### src/rtl/exmask_pkg.sv
package exmask_pkg;
    typedef enum logic [3:0] {
        OP_NOP     = 4'd0,
        OP_IF      = 4'd1,
        OP_ELSE    = 4'd2,
        OP_END     = 4'd3,
        OP_LOOP    = 4'd4,
        OP_BRK     = 4'd5,
        OP_IFBRK   = 4'd6,
        OP_ELSEBRK = 4'd7,
        OP_KILL    = 4'd8,
        OP_QUAD    = 4'd9
    } exm_op_e;

    typedef enum logic {
        ST_IDLE = 1'b0,
        ST_RESP = 1'b1
    } exm_state_e;
endpackage

### src/rtl/exmask_quad.sv
module exmask_quad #(
    parameter int LANES = 64,
    parameter int GRP   = 4
) (
    input  logic [LANES-1:0] mask_in,
    output logic [LANES-1:0] mask_out
);
    localparam int NGRP = LANES / GRP;

    for (genvar g = 0; g < NGRP; g++) begin : g_grp
        assign mask_out[g*GRP +: GRP] = {GRP{|mask_in[g*GRP +: GRP]}};
    end
endmodule

### src/rtl/exmask_alu.sv
module exmask_alu
    import exmask_pkg::*;
#(
    parameter int LANES = 64,
    parameter int GRP   = 4
) (
    input  logic [3:0]       op_raw,
    input  logic [LANES-1:0] exec_cur,
    input  logic [LANES-1:0] cmp,
    input  logic [LANES-1:0] saved,
    output logic [LANES-1:0] exec_nxt,
    output logic [LANES-1:0] dst,
    output logic             dst_we,
    output logic             loop_hit
);
    logic [LANES-1:0] quad_mask;
    logic [LANES-1:0] else_tmp;
    exm_op_e          op;

    assign op = exm_op_e'(op_raw);

    exmask_quad #(.LANES(LANES), .GRP(GRP)) u_quad (
        .mask_in  (exec_cur),
        .mask_out (quad_mask)
    );

    assign else_tmp = exec_cur | saved;

    always_comb begin
        exec_nxt = exec_cur;
        dst      = '0;
        dst_we   = 1'b0;
        unique case (op)
            OP_IF: begin
                exec_nxt = exec_cur & cmp;
                dst      = exec_cur ^ (exec_cur & cmp);
                dst_we   = 1'b1;
            end
            OP_ELSE: begin
                exec_nxt = else_tmp ^ exec_cur;
                dst      = exec_cur;
                dst_we   = 1'b1;
            end
            OP_END:  exec_nxt = exec_cur | saved;
            OP_LOOP: exec_nxt = exec_cur & ~saved;
            OP_BRK: begin
                dst    = exec_cur | saved;
                dst_we = 1'b1;
            end
            OP_IFBRK: begin
                dst    = cmp | saved;
                dst_we = 1'b1;
            end
            OP_ELSEBRK: begin
                dst    = saved | cmp;
                dst_we = 1'b1;
            end
            OP_KILL: exec_nxt = exec_cur & ~cmp;
            OP_QUAD: exec_nxt = quad_mask;
            default: exec_nxt = exec_cur;
        endcase
    end

    assign loop_hit = (op == OP_LOOP) && (|exec_nxt);
endmodule

### src/rtl/exmask_ctrl.sv
module exmask_ctrl
    import exmask_pkg::*;
#(
    parameter int LANES = 64,
    parameter int GRP   = 4
) (
    input  logic             clk,
    input  logic             rst_n,
    input  logic             cmd_valid,
    input  logic [3:0]       cmd_op,
    input  logic [LANES-1:0] cmp_mask,
    input  logic [LANES-1:0] saved_in,
    output logic [LANES-1:0] exec_mask,
    output logic [LANES-1:0] saved_out,
    output logic             exec_zero,
    output logic             loop_again,
    output logic             result_valid
);
    exm_state_e       state_q, state_d;
    logic [LANES-1:0] alu_exec, alu_dst;
    logic             alu_dst_we, alu_loop;

    exmask_alu #(.LANES(LANES), .GRP(GRP)) u_alu (
        .op_raw   (cmd_op),
        .exec_cur (exec_mask),
        .cmp      (cmp_mask),
        .saved    (saved_in),
        .exec_nxt (alu_exec),
        .dst      (alu_dst),
        .dst_we   (alu_dst_we),
        .loop_hit (alu_loop)
    );

    always_comb begin
        state_d = state_q;
        unique case (state_q)
            ST_IDLE: if (cmd_valid) state_d = ST_RESP;
            ST_RESP: state_d = cmd_valid ? ST_RESP : ST_IDLE;
            default: state_d = ST_IDLE;
        endcase
    end

    always_ff @(posedge clk or negedge rst_n) begin
        if (!rst_n) state_q <= ST_IDLE;
        else        state_q <= state_d;
    end

    always_ff @(posedge clk or negedge rst_n) begin
        if (!rst_n) begin
            exec_mask  <= '1;
            saved_out  <= '0;
            exec_zero  <= 1'b0;
            loop_again <= 1'b0;
        end else begin
            loop_again <= cmd_valid && alu_loop;
            if (cmd_valid) begin
                exec_mask <= alu_exec;
                exec_zero <= (alu_exec == '0);
                if (alu_dst_we) saved_out <= alu_dst;
            end
        end
    end

    assign result_valid = (state_q == ST_RESP);

    p_zero_flag_r8: assert property (@(posedge clk) disable iff (!rst_n)
        exec_zero == (exec_mask == '0));

    p_loop_live_r5: assert property (@(posedge clk) disable iff (!rst_n)
        loop_again |-> !exec_zero);

    p_if_narrows_r2: assert property (@(posedge clk) disable iff (!rst_n)
        (cmd_valid && cmd_op == OP_IF) |=> ((exec_mask & ~$past(exec_mask)) == '0));

    p_end_widens_r4: assert property (@(posedge clk) disable iff (!rst_n)
        (cmd_valid && cmd_op == OP_END) |=> ((exec_mask & $past(exec_mask)) == $past(exec_mask)));

    p_idle_hold_r10: assert property (@(posedge clk) disable iff (!rst_n)
        !cmd_valid |=> ($stable(exec_mask) && $stable(saved_out) && !result_valid));

    p_resp_pulse_r11: assert property (@(posedge clk) disable iff (!rst_n)
        cmd_valid |=> result_valid);
endmodule

### config.mk
export PLATFORM = sky130hd
export DESIGN_NAME = exmask_ctrl
export DESIGN_NICKNAME = d
export VERILOG_FILES = /design/src/rtl/exmask_pkg.sv /design/src/rtl/exmask_quad.sv /design/src/rtl/exmask_alu.sv /design/src/rtl/exmask_ctrl.sv
export SDC_FILE = /design/constraint.sdc
export NUM_CORES = 1
export LEC_CHECK = 0
export ABC_AREA = 1
export ABC_CLOCK_PERIOD_IN_PS = 1800
export BUFFER_PORTS_ARGS = -buffer_cell sky130_fd_sc_hd__buf_2
export CORE_ASPECT_RATIO = 0.75
export CORE_MARGIN = 1.5
export CORE_UTILIZATION = 30
export DETAILED_ROUTE_END_ITERATION = 6
export GPL_ROUTABILITY_DRIVEN = 0
export HOLD_SLACK_MARGIN = 0.05
export PLACE_DENSITY_LB_ADDON = 0.25
export SLEW_MARGIN = 40
export SYNTH_ARGS = -nofsm -noshare
export SYNTH_HDL_FRONTEND = slang
export SYNTH_SLANG_ARGS = --single-unit
### constraint.sdc
create_clock -name clk -period 1.8 [get_ports clk]
set_input_delay 0.09 -clock clk [delete_from_list [all_inputs] [get_ports clk]]
set_output_delay 0.09 -clock clk [all_outputs]
set_load 0.05 [all_outputs]
==> results.json <==
{
  "clock_skew_ns": 0.0161,
  "final_cell_mix": "nand2_1 (404), buf_2 (262), o21ai_0 (247), nand3_1 (194), nor2_1 (129)",
  "finalSetupTns_ns": -0.0716,
  "cts_tree": "yes",
  "cp.required_ns": 2.12,
  "arrival_ns": 2.19,
  "fin_util": 0.426,
  "leakagePower_nw": 6.46,
  "hold_violations": 0,
  "vias": 12800,
  "die_h_um": 163,
  "fillers": 3511,
  "startpoint_type": "flop",
  "cts_root_buf": "clkbuf_16",
  "setup_ws_ns": -0.0716,
  "cpPeakStageDelay_ns": 0.55,
  "cpMostUsedCell": "nand2_1",
  "crit_path_cell_trace": "inv_1 -> o211ai_1 -> nand3_1 -> nor2_1 -> nand2_1 -> nor2_4 -> nand2_2 -> nor2_4 -> nand2_1 -> nand2_1 -> nor2_1",
  "wl_per_cell_um": 18.5,
  "status": "complete, but fails checks",
  "use_met2": 0.406,
  "cts-buffers-inserted": 17,
  "grt_first_pass_wirelength_mm": 69.1,
  "seq_power_share": 0.300,
  "relSlewSlack": 0.666,
  "clock_latency_ns": 0.45,
  "async_reset_ff_frac": 1.00,
  "finalSetupViolations": 1,
  "rsz0062_at_grt": "yes",
  "finalWirelength_mm": 45.1,
  "period_share": 1.04,
  "nNetsFinal": 2101,
  "synthCells": 1593,
  "ys_types": 31,
  "synth-seq-area-share": 0.330,
  "dr.pass1.iters": 5,
  "hpwl_mm": 32.1,
  "cts_max_level": 4,
  "avgViaCountPerCell": 5.25,
  "clk_pin_slew_ns": 0.07,
  "top_usage_layer": "met2",
  "violations": "negative setup slack",
  "drcViolationCount": 0,
  "cp_slowest_cell": "dfstp_2",
  "multi_input_area_um2": 6300,
  "ir_worst_vdd_v": 0.000533,
  "cp.buffers_inverters": 1,
  "synth_enable_flop_cells": 0,
  "grt_util_all_layers": 0.254,
  "grt.met3_usage": 0.0486,
  "fp.dieW_um": 216,
  "worstHoldPathType": "input pin to flop",
  "power.internal_mw": 7.54,
  "ys.flop_type": "dfrtp_1",
  "area_growth_pct": 40.0,
  "ys_warn_count": 0,
  "tightest_slew_ns": 0.501,
  "yosys-top-cells-area": "dfstp_2 (17%), dfrtp_1 (16%), nand2_1 (15%), o21ai_0 (12%), nand3_1 (9.5%)",
  "end_kind": "flop",
  "grt_max_degree": 80,
  "synthesis.area_um2": 10200,
  "slew_violations": 0,
  "powerDensity_nw_per_um2": 1010,
  "use_met1": 0.356,
  "grt_remaining_overflow": 0,
  "final_common_cell": "nand2_1",
  "portBuffers": 265,
  "dieArea_um2": 35100,
  "drtAntennaViolNets": 0,
  "path_delay_family": "simple AND/OR/NAND/NOR gates",
  "synth_top_area_cell": "dfstp_2",
  "syn_area_per_cell_um2": 6.40,
  "cts_buffer_depth": 2,
  "ys_ff_latch": 131,
  "antenna_found_initial": 5,
  "rows": 58,
  "core_um2": 33500,
  "dr.first_iter.drc_count": 1105,
  "drive_gt1_frac": 0.291,
  "period_minus_slack_ns": 1.87,
  "max_freq_mhz": 534,
  "clkPwrFrac": 0.233,
  "power_frac_comb": 0.467,
  "drv_cap": 0,
  "synth_nets": 1728,
  "yosysTopAreaCellShare": 0.165,
  "clock-sinks": 131,
  "p_sw_mw": 6.85,
  "initial_core_util": 0.305,
  "register_area_um2": 3360,
  "swShare": 0.476,
  "crit_fanout": 3,
  "worstSetupPathType": "flop to flop",
  "grt_pass1_vias": 11600,
  "boundaryPins": 266
}
routing by layer:
metal / part of all wire / wire length (um) / up-vias
met5: 0.00016 / 7 / -
met4: 0.010 / 449 / 2
met3: 0.077 / 3460 / 38
met2: 0.45 / 20400 / 500
met1: 0.46 / 20800 / 6040
li1: - / - / 6187
per-stage QoR:
| stage | power [mW] | hold slack [ns] | instance area, um^2 | setup slack (ns) | instances |
|---|---|---|---|---|---|
| 2_1_floorplan | 8.37 | -0.206 | 10200 | 0.0890 | 1593 |
| 4_1_cts | 14.3 | 0.0520 | 14100 | 0.000294 | 2426 |
| 3_5_place_dp | 10.7 | 0.0119 | 12900 | -0.487 | 2340 |
| 5_1_grt | 15.2 | 0.0788 | 14300 | -0.200 | 2432 |
| 6_report | 14.4 | 0.0587 | 14300 | -0.0716 | 2433 |
| 3_3_place_gp | 10.6 | 0.0120 | 12900 | -0.462 | 2340 |
final cells by class:
type	count	area share
multi-input combinational	1268	0.442
clock inverter	12	0.00614
inverter	90	0.0238
clock buffer	20	0.0313
antenna	4	0.000702
tap	450	0.0395
sequential	131	0.235
timing repair buffer	458	0.221
timing repair:
item	4_1_cts	5_1_grt
setup buffers	0	3
setup endpoints to repair	2	2
endpoints found under the hold margin	133	0
pin swaps	9	23
hold buffers	54	0
resized for setup	29	34
gates cloned	0	0
path summary, 6_finish.rpt:
check,from,end,slack (ns),cells past startpoint
worst max-delay path,exec_mask[52]$_DFFE_PN1P_,loop_again$_DFF_PN0_,-0.07,11
worst min-delay path,saved_in[38],saved_out[38]$_DFFE_PN0P_,0.06,5
worst max register to register,exec_mask[52]$_DFFE_PN1P_,loop_again$_DFF_PN0_,-0.07,11
worst min register to register,saved_out[38]$_DFFE_PN0P_,saved_out[38]$_DFFE_PN0P_,0.47,2
max in group asynchronous,rst_n,exec_mask[48]$_DFFE_PN1P_,0.98,3
min in group asynchronous,rst_n,saved_out[17]$_DFFE_PN0P_,0.11,2
synthesized netlist by cell type, types with 6 or more instances:
cell         n
a41oi_1     15
o211ai_1     8
buf_6        7
buf_4        6
nand2_1    412
dfstp_2     64
a21oi_1    111
o2111ai_1    8
o21ai_0    247
a21boi_0    30
buf_1        7
a31oi_1     34
buf_2       28
o21ai_1     15
clkbuf_1    56
inv_1       88
nand3_1    194
or2_2        8
nor2_1     153
dfrtp_1     67
a211oi_1     7
o21a_1       8
power groups by stage:
stage	Sequential, mW	Combinational, mW	Clock [mW]
final	4.31	6.72	3.35
after global routing	4.41	7.23	3.54
after CTS	4.31	6.56	3.44
after detailed placement	4.34	6.34	0
after global placement	4.34	6.30	0
after floorplan	6.47	1.90	0
cells by family after synthesis:
family                 Yosys count  share of synthesized area
buffers and inverters          194                     0.0823
AO/OA/AOI/OAI                  487                      0.266
AND/OR/NAND/NOR                781                      0.322
flip-flops                     131                      0.330
state kept, by name, summed over array words and instances (netlist names):
| name | flops |
|---|---|
| exec_zero | 1 |
| exec_mask | 64 |
| saved_out | 64 |
| result_valid | 1 |
| loop_again | 1 |
tightest hold or removal path, cell delays in order:
cell and delay (ns):
buf_2 0.10, o21ai_0 0.07, o2111ai_1 0.10, nand2_1 0.05, nand2_1 0.05
Power figures use the tool's default switching activity.
